File: src/rtl/pml_pkg.sv
// Package: shared types and helpers for the PCI master launcher.
// Assumes: command bit 0 set marks a write-direction command.
package pml_pkg;
    typedef enum logic [1:0] {
        ST_IDLE = 2'd0,
        ST_WAIT = 2'd1,
        ST_REQ  = 2'd2,
        ST_ADDR = 2'd3
    } pml_state_t;

    // Order code for cache-line toggle; every other code means linear.
    localparam logic [1:0] ORDER_TOGGLE = 2'b01;

    function automatic logic is_write_cmd(input logic [3:0] cmd);
        return cmd[0];
    endfunction

    function automatic logic order_is_toggle(input logic [1:0] ord);
        return ord == ORDER_TOGGLE;
    endfunction
endpackage

File: src/rtl/pml_regs.sv
// Module: launch register. It stores the low address, command and burst order.
// Assumes: the write strobe is qualified here by the ready flag and by PCI mode.
module pml_regs #(
    parameter int LO_W    = 16,
    parameter int CMD_W   = 4,
    parameter int MODE_W  = 3,
    parameter logic [MODE_W-1:0] PCI_MODE = 3'd1
) (
    input  logic                clk,
    input  logic                rst_n,
    input  logic                soft_clr,
    input  logic [MODE_W-1:0]   host_mode,
    input  logic                wr,
    input  logic [LO_W+CMD_W+1:0] wdata,
    input  logic                rdy,
    output logic                start,
    output logic [LO_W-1:0]     addr_lo,
    output logic [CMD_W-1:0]    cmd,
    output logic [1:0]          order
);
    localparam int ORD_LSB = CMD_W;
    localparam int LO_LSB  = CMD_W + 2;

    assign start = wr && rdy && (host_mode == PCI_MODE);

    // Low address: cleared by either reset, loaded on an accepted write.
    always_ff @(posedge clk) begin
        if (!rst_n || soft_clr) addr_lo <= '0;
        else if (start)         addr_lo <= wdata[LO_LSB +: LO_W];
    end

    // Command and order fields: loaded on an accepted write.
    always_ff @(posedge clk) begin
        if (!rst_n) begin
            cmd   <= '0;
            order <= '0;
        end else if (start) begin
            cmd   <= wdata[CMD_W-1:0];
            order <= wdata[ORD_LSB +: 2];
        end
    end


    ignored_wr_chk: assert property (@(posedge clk) disable iff (!rst_n)
        (wr && !start && !soft_clr) |=> ($stable(addr_lo) && $stable(cmd) && $stable(order)));

    soft_clear_chk: assert property (@(posedge clk) disable iff (!rst_n)
        soft_clr |=> (addr_lo == '0));
endmodule

File: src/rtl/pml_fsm.sv
// Module: launch sequencer. It waits for FIFO room, requests the bus, then issues the address phase.
// Assumes: grant is taken only when gnt_n is low and the bus is idle in the same cycle.
module pml_fsm
    import pml_pkg::*;
(
    input  logic       clk,
    input  logic       rst_n,
    input  logic       start,
    input  logic       wr_dir,
    input  logic       ob_empty,
    input  logic       ib_full,
    input  logic       gnt_n,
    input  logic       bus_idle,
    output logic       rdy,
    output logic       req_n,
    output logic       addr_phase
);
    pml_state_t state, state_nx;
    logic data_ok, granted;

    assign data_ok = wr_dir ? !ob_empty : !ib_full;
    assign granted = !gnt_n && bus_idle;

    // Next-state selection.
    always_comb begin
        state_nx = state;
        unique case (state)
            ST_IDLE: if (start)   state_nx = ST_WAIT;
            ST_WAIT: if (data_ok) state_nx = ST_REQ;
            ST_REQ:  if (granted) state_nx = ST_ADDR;
            ST_ADDR:              state_nx = ST_IDLE;
            default:              state_nx = ST_IDLE;
        endcase
    end

    // State register.
    always_ff @(posedge clk) begin
        if (!rst_n) state <= ST_IDLE;
        else        state <= state_nx;
    end

    assign rdy        = (state == ST_IDLE);
    assign req_n      = (state != ST_REQ);
    assign addr_phase = (state == ST_ADDR);


    accept_drop_chk: assert property (@(posedge clk) disable iff (!rst_n)
        start |=> !rdy);

    hold_req_chk: assert property (@(posedge clk) disable iff (!rst_n)
        (state == ST_WAIT && !data_ok) |=> req_n);

    wait_grant_chk: assert property (@(posedge clk) disable iff (!rst_n)
        (!req_n && !granted) |=> (!req_n && !addr_phase));

    rdy_return_chk: assert property (@(posedge clk) disable iff (!rst_n)
        addr_phase |=> rdy);
endmodule

File: src/rtl/pml_drive.sv
// Module: address-phase driver. It places the address and command on the bus for the address phase only.
// Assumes: the upper address half is stable input from the companion register.
module pml_drive
    import pml_pkg::*;
#(
    parameter int LO_W  = 16,
    parameter int HI_W  = 16,
    parameter int CMD_W = 4
) (
    input  logic                  clk,
    input  logic                  rst_n,
    input  logic                  addr_phase,
    input  logic [HI_W-1:0]       upper,
    input  logic [LO_W-1:0]       lower,
    input  logic [CMD_W-1:0]      cmd,
    input  logic [1:0]            order,
    output logic                  frame_n,
    output logic [HI_W+LO_W-1:0]  ad_out,
    output logic                  ad_oe,
    output logic [CMD_W-1:0]      cbe_out,
    output logic                  cbe_oe,
    output logic                  burst_toggle
);
    // Output mux: values only while the address phase is active.
    always_comb begin
        frame_n      = !addr_phase;
        ad_oe        = addr_phase;
        cbe_oe       = addr_phase;
        ad_out       = addr_phase ? {upper, lower} : '0;
        cbe_out      = addr_phase ? cmd : '0;
        burst_toggle = addr_phase && order_is_toggle(order);
    end


    single_phase_chk: assert property (@(posedge clk) disable iff (!rst_n)
        !frame_n |=> frame_n);

    enables_chk: assert property (@(posedge clk) disable iff (!rst_n)
        !frame_n |-> (ad_oe && cbe_oe));
endmodule

File: src/rtl/pci_mstr_launch.sv
// Module: top of the PCI master transaction launcher.
// Assumes: synchronous active-low reset. The FIFO flags and the bus inputs are synchronous to clk.
module pci_mstr_launch #(
    parameter int LO_W   = 16,
    parameter int HI_W   = 16,
    parameter int CMD_W  = 4,
    parameter int MODE_W = 3,
    parameter logic [MODE_W-1:0] PCI_MODE = 3'd1,
    localparam int WD_W  = LO_W + CMD_W + 2,
    localparam int AD_W  = LO_W + HI_W
) (
    input  logic              clk,
    input  logic              rst_n,
    input  logic              soft_clr,
    input  logic [MODE_W-1:0] host_mode,
    input  logic [HI_W-1:0]   upper_addr,
    input  logic              reg_wr,
    input  logic [WD_W+7:8]   reg_wdata,
    output logic              mar_rdy,
    input  logic              ob_empty,
    input  logic              ib_full,
    output logic              req_n,
    input  logic              gnt_n,
    input  logic              bus_idle,
    output logic              frame_n,
    output logic [AD_W-1:0]   ad_out,
    output logic              ad_oe,
    output logic [CMD_W-1:0]  cbe_out,
    output logic              cbe_oe,
    output logic              burst_toggle
);
    logic             start, addr_phase;
    logic [LO_W-1:0]  addr_lo;
    logic [CMD_W-1:0] cmd;
    logic [1:0]       order;

    pml_regs #(.LO_W(LO_W), .CMD_W(CMD_W), .MODE_W(MODE_W), .PCI_MODE(PCI_MODE)) regs_i (
        .clk(clk), .rst_n(rst_n), .soft_clr(soft_clr), .host_mode(host_mode),
        .wr(reg_wr), .wdata(reg_wdata), .rdy(mar_rdy), .start(start),
        .addr_lo(addr_lo), .cmd(cmd), .order(order)
    );

    pml_fsm fsm_i (
        .clk(clk), .rst_n(rst_n), .start(start), .wr_dir(pml_pkg::is_write_cmd(cmd)),
        .ob_empty(ob_empty), .ib_full(ib_full), .gnt_n(gnt_n), .bus_idle(bus_idle),
        .rdy(mar_rdy), .req_n(req_n), .addr_phase(addr_phase)
    );

    pml_drive #(.LO_W(LO_W), .HI_W(HI_W), .CMD_W(CMD_W)) drive_i (
        .clk(clk), .rst_n(rst_n), .addr_phase(addr_phase), .upper(upper_addr),
        .lower(addr_lo), .cmd(cmd), .order(order), .frame_n(frame_n),
        .ad_out(ad_out), .ad_oe(ad_oe), .cbe_out(cbe_out), .cbe_oe(cbe_oe),
        .burst_toggle(burst_toggle)
    );


    non_pci_ignored_chk: assert property (@(posedge clk) disable iff (!rst_n)
        (reg_wr && mar_rdy && host_mode != PCI_MODE) |=> mar_rdy);
endmodule

File: config.mk
export PLATFORM = sky130hd
export DESIGN_NAME = pci_mstr_launch
export DESIGN_NICKNAME = d
export VERILOG_FILES = /design/src/rtl/pml_pkg.sv /design/src/rtl/pml_regs.sv /design/src/rtl/pml_fsm.sv /design/src/rtl/pml_drive.sv /design/src/rtl/pci_mstr_launch.sv
export SDC_FILE = /design/constraint.sdc
export NUM_CORES = 1
export LEC_CHECK = 0
export BUFFER_PORTS_ARGS = -buffer_cell sky130_fd_sc_hd__buf_2
export CAP_MARGIN = 20
export CELL_PAD_IN_SITES_DETAIL_PLACEMENT = 1
export CELL_PAD_IN_SITES_GLOBAL_PLACEMENT = 1
export CORE_ASPECT_RATIO = 0.9
export CORE_MARGIN = 4
export CORE_UTILIZATION = 29
export DETAILED_ROUTE_END_ITERATION = 7
export GPL_ROUTABILITY_DRIVEN = 0
export PLACE_DENSITY_LB_ADDON = 0.2
export SYNTH_ARGS = -nofsm -noshare
export SYNTH_HDL_FRONTEND = slang
export SYNTH_SLANG_ARGS = --single-unit
File: constraint.sdc
create_clock -name clk -period 3.2 [get_ports clk]
set_input_delay 0.16 -clock clk [delete_from_list [all_inputs] [get_ports clk]]
set_output_delay 0.16 -clock clk [all_outputs]
set_load 0.005 [all_outputs]
# [Yosys cells after proc, flatten, opt, wreduce, memory -nomap -nowiden]
# Index checks and enable logic that the tools add are counted.
[word_totals] ff_bits=24 latch_bits=0 ram_bits=0 rom_bits=0 out_inout_bits=42 word_cells=32 mem_count=0
[op_classes] n_addsub=0 multipliers=0 n_div=0 magnitude_cmp=0 n_eq_ne=9 shift=0 muxes=7 bitwise=0 reduce_logical=12
[op_table] cell="$mux 32" count=1
[op_table] cell="$pmux 2 s4" count=1
[op_table] cell="$mux 2" count=3
[op_table] cell="$ne 2x1->1 const B" count=3
[op_table] cell="$logic_not 1->1" count=5
[op_table] cell="$eq 2x1->1 const B" count=2
[op_table] cell="$eq 2x2->1 const B" count=2
[op_table] cell="$logic_and 1x1->1" count=4
[op_table] cell="$mux 4" count=1
[op_table] cell="$eq 3x1->1 const B" count=1
[op_table] cell="$reduce_and 3->1" count=1
[op_table] cell="$logic_not 2->1" count=1
[op_table] cell="$ne 2x2->1 const B" count=1
[op_table] cell="$logic_or 1x1->1" count=1
[op_table] cell="$mux 1" count=1

# [Logic depth before layout (Yosys ltp)]
[logic_depth] ltp_word=5 depth_mapped=6 depth_no_buf=5

# [Cells and area by module]
# A second synthesis with hierarchy kept.
[hier_totals] hier_cells=163 hier_area_um2=1402.6
[modules_own_cells] module="pml_regs" n_inst=1 cells_per_inst=99 area_per_inst_um2=929.6
[modules_own_cells] module="pml_drive" n_inst=1 cells_per_inst=44 area_per_inst_um2=291.5
[modules_own_cells] module="pml_fsm" n_inst=1 cells_per_inst=20 area_per_inst_um2=181.4

# [Worst setup path before layout]
# Ideal clock, no wire load.
[synth_timing] path_type="register to register" from="register fsm_i.state[0]" to="register fsm_i.state[0]" setup_time_ps=72 t_arrival_ps=1376 required_ps=3128 setup_slack_ps=1752 stages_incl_launch_ff=5 path_cell_list="dfxtp_1 > inv_1 > ha_1 > a222oi_1 > mux2i_1"
[synth_between] elab_chain_cells=5 word_cells_on_any_way=11 classes_between="6 x eq/ne; 1 x mux; 4 x reduce/logical"
[synth_lines] item="start: declaration" line="pml_fsm.sv:18" source="pml_state_t state, state_nx;"
[synth_lines] item="start signal: assignment" line="pml_fsm.sv:39" source="else state <= state_nx;"
[synth_lines] item="$logic_not 2->1 *" line="pml_fsm.sv:42" source="assign rdy = (state == ST_IDLE);"
[synth_lines] item="net mar_rdy" line="pci_mstr_launch.sv:19" source="output logic mar_rdy,"
[synth_lines] item="$logic_and 1x1->1 (2 in a row)" line="pml_regs.sv:24" source="assign start = wr && rdy && (host_mode == PCI_MODE);"
[synth_lines] item="$ne 2x1->1 (no line)"
[synth_lines] item="$reduce_and 3->1 (no line)"
# Mark *: on every way through the listed nets, which the timed path passes. The rest lies on a longest branch.
# A chain may end at the register's enable or synchronous reset.

# [Worst setup path in the final report]
[layout_timing] from="register fsm_i.state[0]" to="output port burst_toggle"
[layout_between] elab_chain_cells=2
[layout_lines] item="$eq 2x2->1" line="pml_fsm.sv:44" source="assign addr_phase = (state == ST_ADDR);"
[layout_lines] item="$logic_and 1x1->1" line="pml_drive.sv:31" source="burst_toggle = addr_phase && order_is_toggle(order);"
[layout_lines] item="end: declaration" line="pci_mstr_launch.sv:30" source="output logic burst_toggle"
# No other way between the ends.

==> impl_metrics.yaml <==
power:
  swShare_pct: 30.14
  finalPower_uw: 780.1
  p_comb_share_pct: 24.5
  power.density_mw_per_mm2: 415.9
  p_leak_uw: 0.0008920
  p_int_uw: 545.0
  p_clk_share_pct: 34.7
  ir_drop_mv: 0.2880
  p_switching_uw: 235.2
  seqPwrFrac_pct: 40.8
logic_synthesis:
  ys_ff_latch: 24
  synth.avg_cell_area_um2: 7.952
  syn_inst: 166
  ys_seq_area_share_pct: 36.40
  synth_top_area_share_pct: 36.40
  synth_nets: 220
  ys_types: 23
  yosys_warnings: 0
  synth_top_cells_by_area: "dfxtp_1 (36%), and2_1 (17%), o21ai_0 (8.7%), nand3_1 (8.3%), a21oi_1 (6.1%)"
  yosysTopAreaCell: "dfxtp_1"
  netlist_area_mm2: 0.001320
setup_path:
  cp_slowest_cell: "ha_1"
  cpPeakStageDelay_ns: 0.54
  worst_ep_required_time_ns: 3.04
  critPathArrivalTime_ns: 1.72
  worstSetupPathType: "flop to output port"
  reg2reg_slack_ns: 1.40
  path_buf_inv: 2
  critPathLaunchType: "flop"
  crit_chain: "ha_1, buf_8, nand2_1, nor2_1, buf_2"
  path_delay_family: "adder cells"
  cp-end-kind: "output port"
  path_max_fanout: 22
timing:
  fin_ws_ns: 1.317
  tightest_slew_ns: 0.6703
  rsz0062_at_grt: "false"
  skew_ns: 0.005436
  period_share_pct: 58.86
  relSlewSlack_pct: 55.31
  setup-violations-final: 0
  slew_viol_final: 0
  fin_crit_ns: 1.883
  hold_viol: 0
  fin_setup_tns_ns: 0
  max_freq_mhz: 530.9
final_layout:
  layout.cells.non_filler: 308
  diodes: 0
  layout.nets: 301
  drive_gt1_share_pct: 40.65
  syn2layout_area_growth_pct: 42.09
clock_tree:
  worstSkewPairLatency_ns: 0.27
  cts_tree: "built"
  postCtsHoldBufs: 0
  post_cts_resized: 0
  cts_buffers: 3
  cts-root-buf: "clkbuf_8"
  postCtsSetupBuffers: 0
  clkSinkCount: 24
  clk_pin_slew_worst_paths_ns: 0.09
  clk_path_buf_depth: 2
  cts_max_level: 1
place:
  dp_hpwl_um: 3194
  portBuffers: 90
  placedCellCount: 303
  dp_slack_ns: 1.296
run_status:
  status: "finished, final reports clean"
floorplanning:
  dieArea_mm2: 0.005697
  initial_core_util_pct: 29.79
  row_count: 23
  coreArea_mm2: 0.004432
  ioPinCount: 91
  die_w_um: 79.12
  die_y_um: 72.01
detailed_routing:
  drt-total-wl_um: 4337
  ant_nets: 0
  post_drt_wl_per_cell_um: 14.08
  viasPerCell: 4.714
  first_pass_iters: 4
  drt_iter0_drc: 63
  drc_errors: 0
  vias: 1452
global_routing:
  grt_max_degree: 41
  grt.overflow.total: 0
  grt_use_total_pct: 16.00
  grt_pass1_vias: 1536
  grt_first_pass_wirelength_um: 7307
  antenna_found_initial: 0
job:
  max_cap_violations: 0
worst_hold_path:
  hold_path_class: "input port to flop"
-- per-stage QoR --
| stage | cell area, um^2 | util [%] | hold slack [ns] |
|---|---|---|---|
| detailed placement | 1789 | 40.37 | 0.4213 |
| CTS | 1861 | 41.98 | 0.1232 |
| finish | 1876 | 42.32 | 0.1287 |
| global placement | 1789 | 40.37 | 0.4187 |
| floorplan | 1320 | - | 0.3066 |
| global route | 1876 | 42.32 | 0.1213 |
-- worst paths after layout --
check / startpoint / end / depth (start not counted)
hold reg to reg: regs_i.addr_lo[6] / regs_i.addr_lo[6] / 2
setup reg to reg: fsm_i.state[0] / regs_i.order[1] / 5
setup / recovery: fsm_i.state[0] / burst_toggle / 5
hold / removal: reg_wdata[26] / regs_i.addr_lo[12] / 3
-- synth_stat cells --
| master | number |
|---|---|
| a21oi_1 | 16 |
| and2_2 | 1 |
| nor2_1 | 1 |
| inv_1 | 5 |
| or2b_2 | 1 |
| a21boi_1 | 2 |
| buf_1 | 1 |
| nand4bb_4 | 1 |
| dfxtp_1 | 24 |
| o21ai_0 | 23 |
| mux2_1 | 1 |
| nand2_1 | 4 |
| mux2i_1 | 2 |
| a21boi_0 | 4 |
| buf_2 | 2 |
| clkbuf_1 | 12 |
| nand3_1 | 22 |
| nand2b_1 | 1 |
| ha_1 | 5 |
| and4bb_2 | 1 |
| and2_1 | 35 |
| buf_4 | 1 |
| a222oi_1 | 1 |
-- final cells by class --
type / count / area [um^2]
inverters: 5 / 18.77
well taps: 62 / 77.57
clock inverters: 1 / 30.03
repair buffers: 92 / 473.0
flip-flops and latches: 24 / 480.5
multi-input cells: 121 / 754.5
clock buffers: 3 / 41.29
fillers: 601 / 2556
-- kinds of logic after synthesis --
group	count (synthesis)	synth area share, %
compound gates	46	18.96
mux	3	2.370
simple gates	67	31.09
buf+inv	21	6.445
fa+ha+maj	5	4.739
flops	24	36.40
-- flip-flops by register name (all words and copies together) (netlist names) --
signal	cells
fsm_i.state	2
regs_i.addr_lo	16
regs_i.cmd	4
regs_i.order	2
-- power groups by stage --
| stage | Clock [uW] | Sequential, uW | Combinational, uW |
|---|---|---|---|
| finish | 271 | 318 | 191 |
| global route | 294 | 320 | 219 |
| global placement | 0 | 324 | 192 |
| CTS | 279 | 318 | 194 |
| floorplan | 0 | 322 | 114 |
| detailed placement | 0 | 325 | 194 |
-- worst min-delay path: cells and delay by family --
| kind | cells | cell delay, ns |
|---|---|---|
| compound gates | 1 | 0.05 |
| buf+inv | 1 | 0.10 |
| simple gates | 1 | 0.05 |
-- placed cells by master (no fill, tap or decap) --
| cell type | instances |
|---|---|
| nand3_1 | 22 |
| and4bb_2 | 1 |
| nand4bb_4 | 1 |
| mux2i_1 | 2 |
| and2_1 | 35 |
| buf_4 | 1 |
| a21oi_1 | 16 |
| a222oi_1 | 1 |
| dfxtp_1 | 24 |
| inv_1 | 5 |
| clkbuf_8 | 3 |
| and2_2 | 1 |
| a21boi_0 | 4 |
| mux2_1 | 1 |
| nand2_1 | 4 |
| nand2b_1 | 1 |
| a21boi_1 | 2 |
| or2b_2 | 1 |
| bufinv_16 | 1 |
| o21ai_0 | 23 |
| ha_1 | 5 |
| buf_8 | 1 |
| nor2_1 | 1 |
| buf_2 | 90 |
-- layer usage --
metal / part of all wire (%) / GRT usage [%] / vias to the layer above
met3: 7.0 / 4.591 / 2
met4: 0.44 / 2.863 / 0
met2: 48 / 28.32 / 54
met5: 0 / 0 / -
li1: - / - / 716
met1: 44 / 19.56 / 680
(Power assumes the default switching activity.)
